### src/rtl/serdma_pkg.sv
package serdma_pkg;
  localparam int CTL_W     = 11;
  localparam int B_EN      = 0;
  localparam int B_DIR     = 1;
  localparam int B_DONE_IE = 2;
  localparam int B_CHAIN   = 4;
  localparam int B_FLUSH   = 7;
  localparam int B_ERR_IE  = 8;
  localparam int B_OVF     = 9;
  localparam int B_UNF     = 10;
endpackage

### src/rtl/serdma_regs.sv
module serdma_regs
  import serdma_pkg::*;
(
  input  logic             clk,
  input  logic             rst_n,
  input  logic             cfg_we,
  input  logic [CTL_W-1:0] cfg_wdata,
  input  logic             set_ovf,
  input  logic             set_unf,
  output logic             en,
  output logic             dir,
  output logic             done_ie,
  output logic             err_ie,
  output logic             flush,
  output logic             ovf,
  output logic             unf,
  output logic [CTL_W-1:0] cfg_rdata
);
  logic chain;

  always_ff @(posedge clk or negedge rst_n) begin
    if (!rst_n) begin
      en <= 1'b0; dir <= 1'b0; done_ie <= 1'b0;
      err_ie <= 1'b0; flush <= 1'b0; chain <= 1'b0;
    end else if (cfg_we) begin
      en      <= cfg_wdata[B_EN];
      dir     <= cfg_wdata[B_DIR];
      done_ie <= cfg_wdata[B_DONE_IE];
      chain   <= cfg_wdata[B_CHAIN];
      flush   <= cfg_wdata[B_FLUSH];
      err_ie  <= cfg_wdata[B_ERR_IE];
    end
  end

  // sticky flags: a new event wins over a same-cycle clear
  always_ff @(posedge clk or negedge rst_n) begin
    if (!rst_n) begin
      ovf <= 1'b0;
      unf <= 1'b0;
    end else begin
      ovf <= set_ovf | (ovf & ~(cfg_we & cfg_wdata[B_OVF]));
      unf <= set_unf | (unf & ~(cfg_we & cfg_wdata[B_UNF]));
    end
  end

  always_comb begin
    cfg_rdata            = '0;
    cfg_rdata[B_EN]      = en;
    cfg_rdata[B_DIR]     = dir;
    cfg_rdata[B_DONE_IE] = done_ie;
    cfg_rdata[B_CHAIN]   = chain;
    cfg_rdata[B_FLUSH]   = flush;
    cfg_rdata[B_ERR_IE]  = err_ie;
    cfg_rdata[B_OVF]     = ovf;
    cfg_rdata[B_UNF]     = unf;
  end

  // a flag only drops on a write of 1 to its position
  a_r8_ovf_sticky: assert property (@(posedge clk) disable iff (!rst_n)
    ovf && !(cfg_we && cfg_wdata[B_OVF]) |=> ovf);
  a_r8_unf_sticky: assert property (@(posedge clk) disable iff (!rst_n)
    unf && !(cfg_we && cfg_wdata[B_UNF]) |=> unf);
  // flush bit holds until rewritten
  a_r9_flush_hold: assert property (@(posedge clk) disable iff (!rst_n)
    flush && !cfg_we |=> flush);
endmodule

### src/rtl/serdma_fifo.sv
module serdma_fifo #(
  parameter int WIDTH = 32,
  parameter int DEPTH = 4
) (
  input  logic             clk,
  input  logic             rst_n,
  input  logic             flush,
  input  logic             push,
  input  logic [WIDTH-1:0] wdata,
  input  logic             pop,
  output logic [WIDTH-1:0] rdata,
  output logic             full,
  output logic             empty
);
  localparam int PW = (DEPTH > 1) ? $clog2(DEPTH) : 1;
  localparam int CW = $clog2(DEPTH + 1);

  logic [WIDTH-1:0] mem [DEPTH];
  logic [PW-1:0]    wr_ptr, rd_ptr;
  logic [CW-1:0]    occ;
  logic             push_ok, pop_ok;

  assign full    = (occ == CW'(DEPTH));
  assign empty   = (occ == '0);
  assign push_ok = push & ~full & ~flush;
  assign pop_ok  = pop & ~empty & ~flush;
  assign rdata   = mem[rd_ptr];

  for (genvar g = 0; g < DEPTH; g++) begin : g_entry
    always_ff @(posedge clk or negedge rst_n) begin
      if (!rst_n)                             mem[g] <= '0;
      else if (push_ok && wr_ptr == PW'(g))   mem[g] <= wdata;
    end
  end

  function automatic logic [PW-1:0] nxt(input logic [PW-1:0] p);
    return (p == PW'(DEPTH - 1)) ? '0 : p + 1'b1;
  endfunction

  always_ff @(posedge clk or negedge rst_n) begin
    if (!rst_n) begin
      wr_ptr <= '0; rd_ptr <= '0; occ <= '0;
    end else if (flush) begin
      wr_ptr <= '0; rd_ptr <= '0; occ <= '0;
    end else begin
      if (push_ok) wr_ptr <= nxt(wr_ptr);
      if (pop_ok)  rd_ptr <= nxt(rd_ptr);
      occ <= occ + CW'(push_ok) - CW'(pop_ok);
    end
  end

  // the controller never offers a word to a full buffer
  a_r3_no_overflow: assert property (@(posedge clk) disable iff (!rst_n)
    !(push && full));
  a_r3_occ_bound: assert property (@(posedge clk) disable iff (!rst_n)
    occ <= CW'(DEPTH));
  // flush leaves the buffer empty
  a_r9_flush_empty: assert property (@(posedge clk) disable iff (!rst_n)
    flush |=> empty);
endmodule

### src/rtl/serdma_xcnt.sv
module serdma_xcnt #(
  parameter int CNT_W = 16
) (
  input  logic             clk,
  input  logic             rst_n,
  input  logic             load,
  input  logic [CNT_W-1:0] load_val,
  input  logic             dec,
  output logic [CNT_W-1:0] count,
  output logic             zero,
  output logic             done
);
  assign zero = (count == '0);

  always_ff @(posedge clk or negedge rst_n) begin
    if (!rst_n) begin
      count <= '0;
      done  <= 1'b0;
    end else begin
      done <= dec & ~load & (count == CNT_W'(1));
      if (load)     count <= load_val;
      else if (dec) count <= count - 1'b1;
    end
  end

  // one word moved means one step down
  a_r10_count_dec: assert property (@(posedge clk) disable iff (!rst_n)
    dec && !load |=> count == $past(count) - 1'b1);
  a_r10_no_dec_at_zero: assert property (@(posedge clk) disable iff (!rst_n)
    dec |-> !zero);
  // completion is a single-cycle event
  a_r11_done_pulse: assert property (@(posedge clk) disable iff (!rst_n)
    done |=> !done);
endmodule

### src/rtl/serdma_buf_ctrl.sv
module serdma_buf_ctrl
  import serdma_pkg::*;
#(
  parameter int DATA_W     = 32,
  parameter int FIFO_DEPTH = 4,
  parameter int CNT_W      = 16
) (
  input  logic              clk,
  input  logic              rst_n,
  input  logic              cfg_we,
  input  logic [CTL_W-1:0]  cfg_wdata,
  output logic [CTL_W-1:0]  cfg_rdata,
  input  logic              cnt_we,
  input  logic [CNT_W-1:0]  cnt_wdata,
  output logic [CNT_W-1:0]  cnt_rdata,
  input  logic              mi_valid,
  output logic              mi_ready,
  input  logic [DATA_W-1:0] mi_data,
  output logic              mo_valid,
  input  logic              mo_ready,
  output logic [DATA_W-1:0] mo_data,
  input  logic              ser_rx_valid,
  input  logic [DATA_W-1:0] ser_rx_data,
  input  logic              ser_tx_req,
  output logic [DATA_W-1:0] ser_tx_data,
  output logic              irq
);
  logic en, dir, done_ie, err_ie, flush, ovf, unf;
  logic tx_mode, rx_mode;
  logic f_full, f_empty, f_push, f_pop;
  logic [DATA_W-1:0] f_wdata, f_rdata;
  logic cnt_zero, cnt_done;
  logic mi_fire, mo_fire, rx_push, tx_pop, set_ovf, set_unf;

  serdma_regs u_regs (
    .clk, .rst_n, .cfg_we, .cfg_wdata,
    .set_ovf, .set_unf,
    .en, .dir, .done_ie, .err_ie, .flush, .ovf, .unf,
    .cfg_rdata
  );

  assign tx_mode = en & ~dir & ~flush;
  assign rx_mode = en &  dir & ~flush;

  assign mi_ready = tx_mode & ~cnt_zero & ~f_full;
  assign mi_fire  = mi_valid & mi_ready;
  assign mo_valid = rx_mode & ~cnt_zero & ~f_empty;
  assign mo_fire  = mo_valid & mo_ready;

  assign rx_push = rx_mode & ser_rx_valid & ~f_full;
  assign set_ovf = rx_mode & ser_rx_valid &  f_full;
  assign tx_pop  = tx_mode & ser_tx_req & ~f_empty;
  assign set_unf = tx_mode & ser_tx_req &  f_empty;

  assign f_push  = mi_fire | rx_push;
  assign f_pop   = tx_pop | mo_fire;
  assign f_wdata = dir ? ser_rx_data : mi_data;

  serdma_fifo #(.WIDTH(DATA_W), .DEPTH(FIFO_DEPTH)) u_fifo (
    .clk, .rst_n, .flush,
    .push(f_push), .wdata(f_wdata),
    .pop(f_pop), .rdata(f_rdata),
    .full(f_full), .empty(f_empty)
  );

  serdma_xcnt #(.CNT_W(CNT_W)) u_cnt (
    .clk, .rst_n,
    .load(cnt_we), .load_val(cnt_wdata),
    .dec(mi_fire | mo_fire),
    .count(cnt_rdata), .zero(cnt_zero), .done(cnt_done)
  );

  // serial output register: repeats the previous word on underrun
  always_ff @(posedge clk or negedge rst_n) begin
    if (!rst_n)      ser_tx_data <= '0;
    else if (tx_pop) ser_tx_data <= f_rdata;
  end

  assign mo_data = f_rdata;
  assign irq     = (cnt_done & done_ie) | ((ovf | unf) & err_ie);

  // underrun leaves the serial word untouched
  a_r5_unf_repeat: assert property (@(posedge clk) disable iff (!rst_n)
    set_unf |=> $stable(ser_tx_data));
  // an offered word is held until taken
  a_r6_mo_hold: assert property (@(posedge clk) disable iff (!rst_n)
    mo_valid && !mo_ready && !cfg_we && !cnt_we |=> mo_valid && $stable(mo_data));
  // overflow never shrinks the buffer
  a_r7_ovf_keeps: assert property (@(posedge clk) disable iff (!rst_n)
    set_ovf |=> !f_empty);
  // a disabled block moves nothing
  a_r13_idle: assert property (@(posedge clk) disable iff (!rst_n)
    !en |-> !f_push && !f_pop && !set_ovf && !set_unf);
endmodule

### config.mk
export PLATFORM = sky130hd
export DESIGN_NAME = serdma_buf_ctrl
export DESIGN_NICKNAME = d
export VERILOG_FILES = /design/src/rtl/serdma_pkg.sv /design/src/rtl/serdma_regs.sv /design/src/rtl/serdma_fifo.sv /design/src/rtl/serdma_xcnt.sv /design/src/rtl/serdma_buf_ctrl.sv
export SDC_FILE = /design/constraint.sdc
export NUM_CORES = 1
export LEC_CHECK = 0
export BUFFER_PORTS_ARGS = -buffer_cell sky130_fd_sc_hd__buf_2
export CORE_MARGIN = 4
export CORE_UTILIZATION = 45
export DETAILED_ROUTE_END_ITERATION = 16
export PLACE_DENSITY = 0.68
export SLEW_MARGIN = 20
export SYNTH_ARGS = -nofsm -noshare
export SYNTH_HDL_FRONTEND = slang
export SYNTH_SLANG_ARGS = --single-unit
### constraint.sdc
create_clock -name clk -period 8.1 [get_ports clk]
set_input_delay 1.62 -clock clk [delete_from_list [all_inputs] [get_ports clk]]
set_output_delay 1.62 -clock clk [all_outputs]
set_load 0.05 [all_outputs]
Word-level counts from Yosys, hierarchy flattened
Cells that the tools add are included.
{"block": "word_totals", "reg_bits": 192, "inputBits": 99, "out_inout_bits": 94, "wordCells": 97}
{"block": "classes", "add_sub_neg": 5, "n_lt_le_gt_ge": 1, "eq_ne": 6, "mux": 13, "bitwise_logic": 44, "n_reduce_logical": 10}
{"operator": "$mux W32", "count": 3}
{"operator": "$bmux W32 S2", "count": 1}
{"operator": "$mux W16", "count": 2}
{"operator": "$and A1 B1 Y1", "count": 28}
{"operator": "$eq A16 B1 Y1 const B", "count": 1}
{"operator": "$logic_not A16 Y1", "count": 1}
{"operator": "$sub A16 B1 Y16 const B", "count": 1}
{"operator": "$mux W2", "count": 6}
{"operator": "$not A1 Y1", "count": 8}
{"operator": "$or A1 B1 Y1", "count": 7}
{"operator": "$eq A2 B2 Y1 const B", "count": 3}
{"operator": "$reduce_bool A2 Y1", "count": 3}
{"operator": "$add A2 B1 Y2 const B", "count": 2}
{"operator": "$logic_and A1 B1 Y1", "count": 4}
{"operator": "$add A3 B1 Y3", "count": 1}
{"operator": "$eq A3 B3 Y1 const B", "count": 1}
{"operator": "$ge A3 B3 Y1 const B", "count": 1}
{"operator": "$logic_not A3 Y1", "count": 1}
{"operator": "$mux W3", "count": 1}
{"operator": "$not A2 Y3", "count": 1}
{"operator": "$sub A3 B1 Y3", "count": 1}
{"operator": "$eq A2 B1 Y1 const B", "count": 1}
{"operator": "$logic_not A2 Y1", "count": 1}

Longest topological paths before layout
{"block": "depth", "ltp_word": 12, "depth_mapped": 13, "ltp_nobuf": 12}

Cells and area by module
A second synthesis with hierarchy kept.
{"block": "hier_totals", "hier_cells": 616, "area_unflattened_um2": 9839.4}
{"mod": "serdma_fifo", "instances": 1, "cells_per_inst": 360, "area_per_inst_um2": 6632.6, "seq_area_each_um2": 3378.2}
{"mod": "serdma_buf_ctrl", "instances": 1, "cells_per_inst": 123, "area_per_inst_um2": 1836.8, "seq_area_each_um2": 800.8}
{"mod": "serdma_xcnt", "instances": 1, "cells_per_inst": 102, "area_per_inst_um2": 959.7, "seq_area_each_um2": 425.4}
{"mod": "serdma_regs", "instances": 1, "cells_per_inst": 31, "area_per_inst_um2": 410.4, "seq_area_each_um2": 200.2}

Worst setup path before layout
Ideal clock, no wire load.
{"block": "synth_path", "path_type": "register to output", "from": "register u_cnt.count[0]", "to": "output mi_ready", "arrival_ns": 2.173, "required_ns": 6.480, "slack_ns": 4.307, "stages_incl_launch_ff": 7, "n_path_buf": 1, "path_cell_list": "dfrtp_1 inv_1 ha_1 nor3b_1 and4_1 buf_4 nor2_1"}
{"block": "synth_via", "elab_chain_cells": 4}
{"element": "start, declared", "line_no": "serdma_xcnt.sv:9", "source": "output logic [CNT_W-1:0] count,"}
{"element": "start signal, assigned", "line_no": "serdma_xcnt.sv:21", "source": "if (load) count <= load_val;"}
{"element": "start signal, assigned", "line_no": "serdma_xcnt.sv:22", "source": "else if (dec) count <= count - 1'b1;"}
{"element": "$logic_not A16 Y1", "line_no": "serdma_xcnt.sv:13", "source": "assign zero = (count == '0);"}
{"element": "$not A1 Y1", "line_no": "serdma_buf_ctrl.sv:45", "source": "assign mi_ready = tx_mode & ~cnt_zero & ~f_full;"}
{"element": "$and A1 B1 Y1 (2 in a row)", "line_no": "serdma_buf_ctrl.sv:45"}
{"element": "end, declared", "line_no": "serdma_buf_ctrl.sv:17", "source": "output logic mi_ready,"}
No other way between the ends.

Worst setup path after layout
{"block": "layout_path", "from": "register u_fifo.rd_ptr[0]", "to": "output mo_data[17]"}
{"block": "layout_via", "elab_chain_cells": 4}
{"element": "start, declared", "line_no": "serdma_fifo.sv:19", "source": "logic [PW-1:0] wr_ptr, rd_ptr;"}
{"element": "start signal, assigned", "line_no": "serdma_fifo.sv:47", "source": "if (pop_ok) rd_ptr <= nxt(rd_ptr);"}
{"element": "$not A2 Y3 (not written as such)", "line_no": "serdma_fifo.sv:27", "source": "assign rdata = mem[rd_ptr];"}
{"element": "$bmux W32 S2", "line_no": "serdma_fifo.sv:27"}
{"element": "$mux W32 (not written as such) (2 in a row)", "line_no": "serdma_fifo.sv:27"}
{"element": "end, declared", "line_no": "serdma_buf_ctrl.sv:21", "source": "output logic [DATA_W-1:0] mo_data,"}
No other way between the ends. The select of a mux whose other input is x is not followed.

==> impl_metrics.json <==
{
  "cts_root_buf": "clkbuf_16",
  "reg2reg_depth": 11,
  "finClkSkew_ns": 0.0136,
  "place.gp.congestion": 0.797,
  "drv_slew": 0,
  "r2r_start": "u_regs.dir",
  "hold_viol_final": 0,
  "cts_made_buffers": 17,
  "grtUsageMet1": 0.278,
  "dp_cells": 1173,
  "power_density_nw_per_um2": 385,
  "synth_edf_count": 0,
  "ys_ff_latch": 192,
  "ctsHoldBuffers": 0,
  "whs_path_depth": 1,
  "setup_tns_ns": 0,
  "htreeDepth": 4,
  "cap_violations": 0,
  "clock_sinks": 192,
  "fp-row-count": 51,
  "setup_violations": 0,
  "grt_util_met2": 0.336,
  "initial_utilization": 0.462,
  "die_h_um": 150,
  "vias_per_cell": 5.70,
  "cts_tree": "built",
  "period_needed_ns": 4.11,
  "drive_gt1_frac": 0.340,
  "max_freq_ghz": 0.243,
  "min_to": "ser_tx_data[14]",
  "cts_setup_buffers": 0,
  "grt_remaining_overflow": 0,
  "drt_iter0_drc": 497,
  "grt_start_max_net_pins": 118,
  "r2r-end": "u_fifo.occ[2]",
  "io_buffers": 186,
  "grt_pass1_wl_mm": 36.2,
  "tightestPinTransition_ns": 0.994,
  "clkTransAtPathRegs_ns": 0.07,
  "finalPower_mw": 4.07,
  "syn_area_per_cell_um2": 11.5,
  "syn2layout_area_growth_pct": 15.9,
  "antenna_left": 0,
  "cts_resized": 0,
  "grt_pass1_vias": 6769,
  "irDropWorstVdd_v": 0.000193,
  "io_pins": 193,
  "wl_per_cell_um": 18.8,
  "multiInputGateArea_um2": 3810,
  "fin_nets": 1038,
  "synth_ff_type": "dfrtp_1",
  "reg2reg_slack_ns": 4.33,
  "yosys_warnings": 0,
  "fillers": 1747,
  "synth_cells": 795,
  "gr-max-usage-layer": "met2",
  "grtUsageMet3": 0.0385,
  "clockBufferDepth": 2,
  "fin_cells": 1206,
  "routed_wl_mm": 22.6,
  "synthDistinctLibCells": 54,
  "worstPathMaxFanout": 19,
  "status": "completed",
  "path_class": "reg2out",
  "vias": 6880,
  "grt.total_usage": 0.204,
  "worst_hold_path_type": "reg2reg",
  "dr.pass1.iters": 5,
  "p_leak_nw": 4.78,
  "synth_area_leaders": "dfrtp_1 53%, a21oi_1 14%, mux4_2 7.9%, mux2_2 4.7%, mux2i_1 3.5%",
  "worstHoldStart": "ser_tx_data[14]",
  "async_reset_ff_frac": 1.00,
  "end_kind": "output port",
  "drc": 0,
  "fp.coreArea_um2": 19700,
  "worstPathArrival_ns": 2.49,
  "synth_area_um2": 9120,
  "diodes": 0,
  "rsz0062_at_grt": "false",
  "worstPathRequired_ns": 6.48,
  "fp.dieW_um": 150,
  "dp_hpwl_mm": 13.5,
  "synth_top_cell_area_share": 0.527,
  "dieArea_um2": 22600,
  "seq_area_um2": 4810,
  "synth-seq-area-share": 0.527,
  "timing.final.crit_share": 0.508,
  "insertion_delay_ns": 0.44,
  "setup.worst_path.start_class": "flip-flop",
  "maxSlewHeadroom": 0.337,
  "antenna_found_initial": 0,
  "yosys.area.top_type": "dfrtp_1"
}
-- report_power, final --
group	internal, mW	switching [mW]
Clock	0.431	0.380
Combinational	0.541	1.17
Sequential	1.33	0.216
-- area by class of cell --
cell class | count | share of cell area
tap | 265 | 0.0314
clock inverter | 13 | 0.0121
inverter | 10 | 0.00355
multi-input combinational | 513 | 0.361
timing repair buffer | 194 | 0.0958
sequential | 192 | 0.455
clock buffer | 19 | 0.0410
-- cell usage in the layout, fill, tap and decap left out, drive strengths merged, types with 5 or more instances in the layout --
| cell type | instances |
|---|---|
| a21oi | 262 |
| and3 | 5 |
| buf | 193 |
| clkbuf | 20 |
| dfrtp | 192 |
| ha | 10 |
| inv | 16 |
| mux2 | 38 |
| mux2i | 32 |
| mux4 | 32 |
| nand2 | 24 |
| nand3 | 11 |
| nor2 | 16 |
| nor3 | 7 |
| o21ai | 15 |
-- through the flow --
stage               worst slack (ns)   util  hold WS [ns]  area [um^2]
floorplan                       4.31      -         0.464         9120
global placement                3.72  0.506         0.482         9980
detailed placement              3.73  0.506         0.488         9980
CTS                             3.90  0.535         0.506        10500
global route                    3.81  0.536         0.514        10600
finish                          3.99  0.536         0.502        10600
-- cell families after synthesis --
kind of cell / after synthesis / synth area share
XOR/XNOR: 5 / 0.00480
other: 1 / 0.000411
adder cells (fa/ha/maj): 11 / 0.0159
flip-flops: 192 / 0.527
AO/OA/AOI/OAI: 302 / 0.179
buffers and inverters: 92 / 0.0583
AND/OR/NAND/NOR: 90 / 0.0537
multiplexers: 102 / 0.161
-- cell usage after synthesis (13+ instances only) --
| cell | number |
|---|---|
| a21oi_1 | 254 |
| dfrtp_1 | 192 |
| mux2_2 | 38 |
| clkbuf_1 | 35 |
| mux2i_1 | 32 |
| mux4_2 | 32 |
| nand2_1 | 24 |
| buf_4 | 19 |
| nor2_1 | 16 |
| buf_2 | 14 |
| buf_6 | 13 |
| o21ai_0 | 13 |
-- state kept, by name (all words and copies together), names as in the netlist --
register and cells:
u_regs.en 1, u_fifo.mem 128, u_cnt.done 1, u_cnt.count 16
ser_tx_data 32, u_regs.dir 1, u_regs.ovf 1, u_regs.chain 1
u_fifo.rd_ptr 2, u_regs.done_ie 1, u_fifo.occ 3, u_regs.flush 1
u_regs.unf 1, u_fifo.wr_ptr 2, u_regs.err_ie 1
-- critical path: stages, from the launching register on --
cell,delay (ns)
dfrtp_2,0.73
buf_4,0.48
mux4_2,0.60
buf_2,0.24
-- how the worst max path moves through the flow --
stage	from	to
2_1_floorplan	u_cnt.count[0]	mi_ready
4_1_cts	u_fifo.rd_ptr[0]	mo_data[29]
6_report	u_fifo.rd_ptr[0]	mo_data[17]
5_1_grt	u_fifo.rd_ptr[0]	mo_data[17]
3_5_place_dp	ser_tx_req	u_fifo.occ[2]
3_3_place_gp	ser_tx_req	u_fifo.occ[2]
-- metal layers --
metal	part of all wire	routed length [um]
met1	0.43	9770
met4	0.011	247
met3	0.055	1240
met5	0	0
met2	0.50	11400
(Power assumes the default switching activity.)
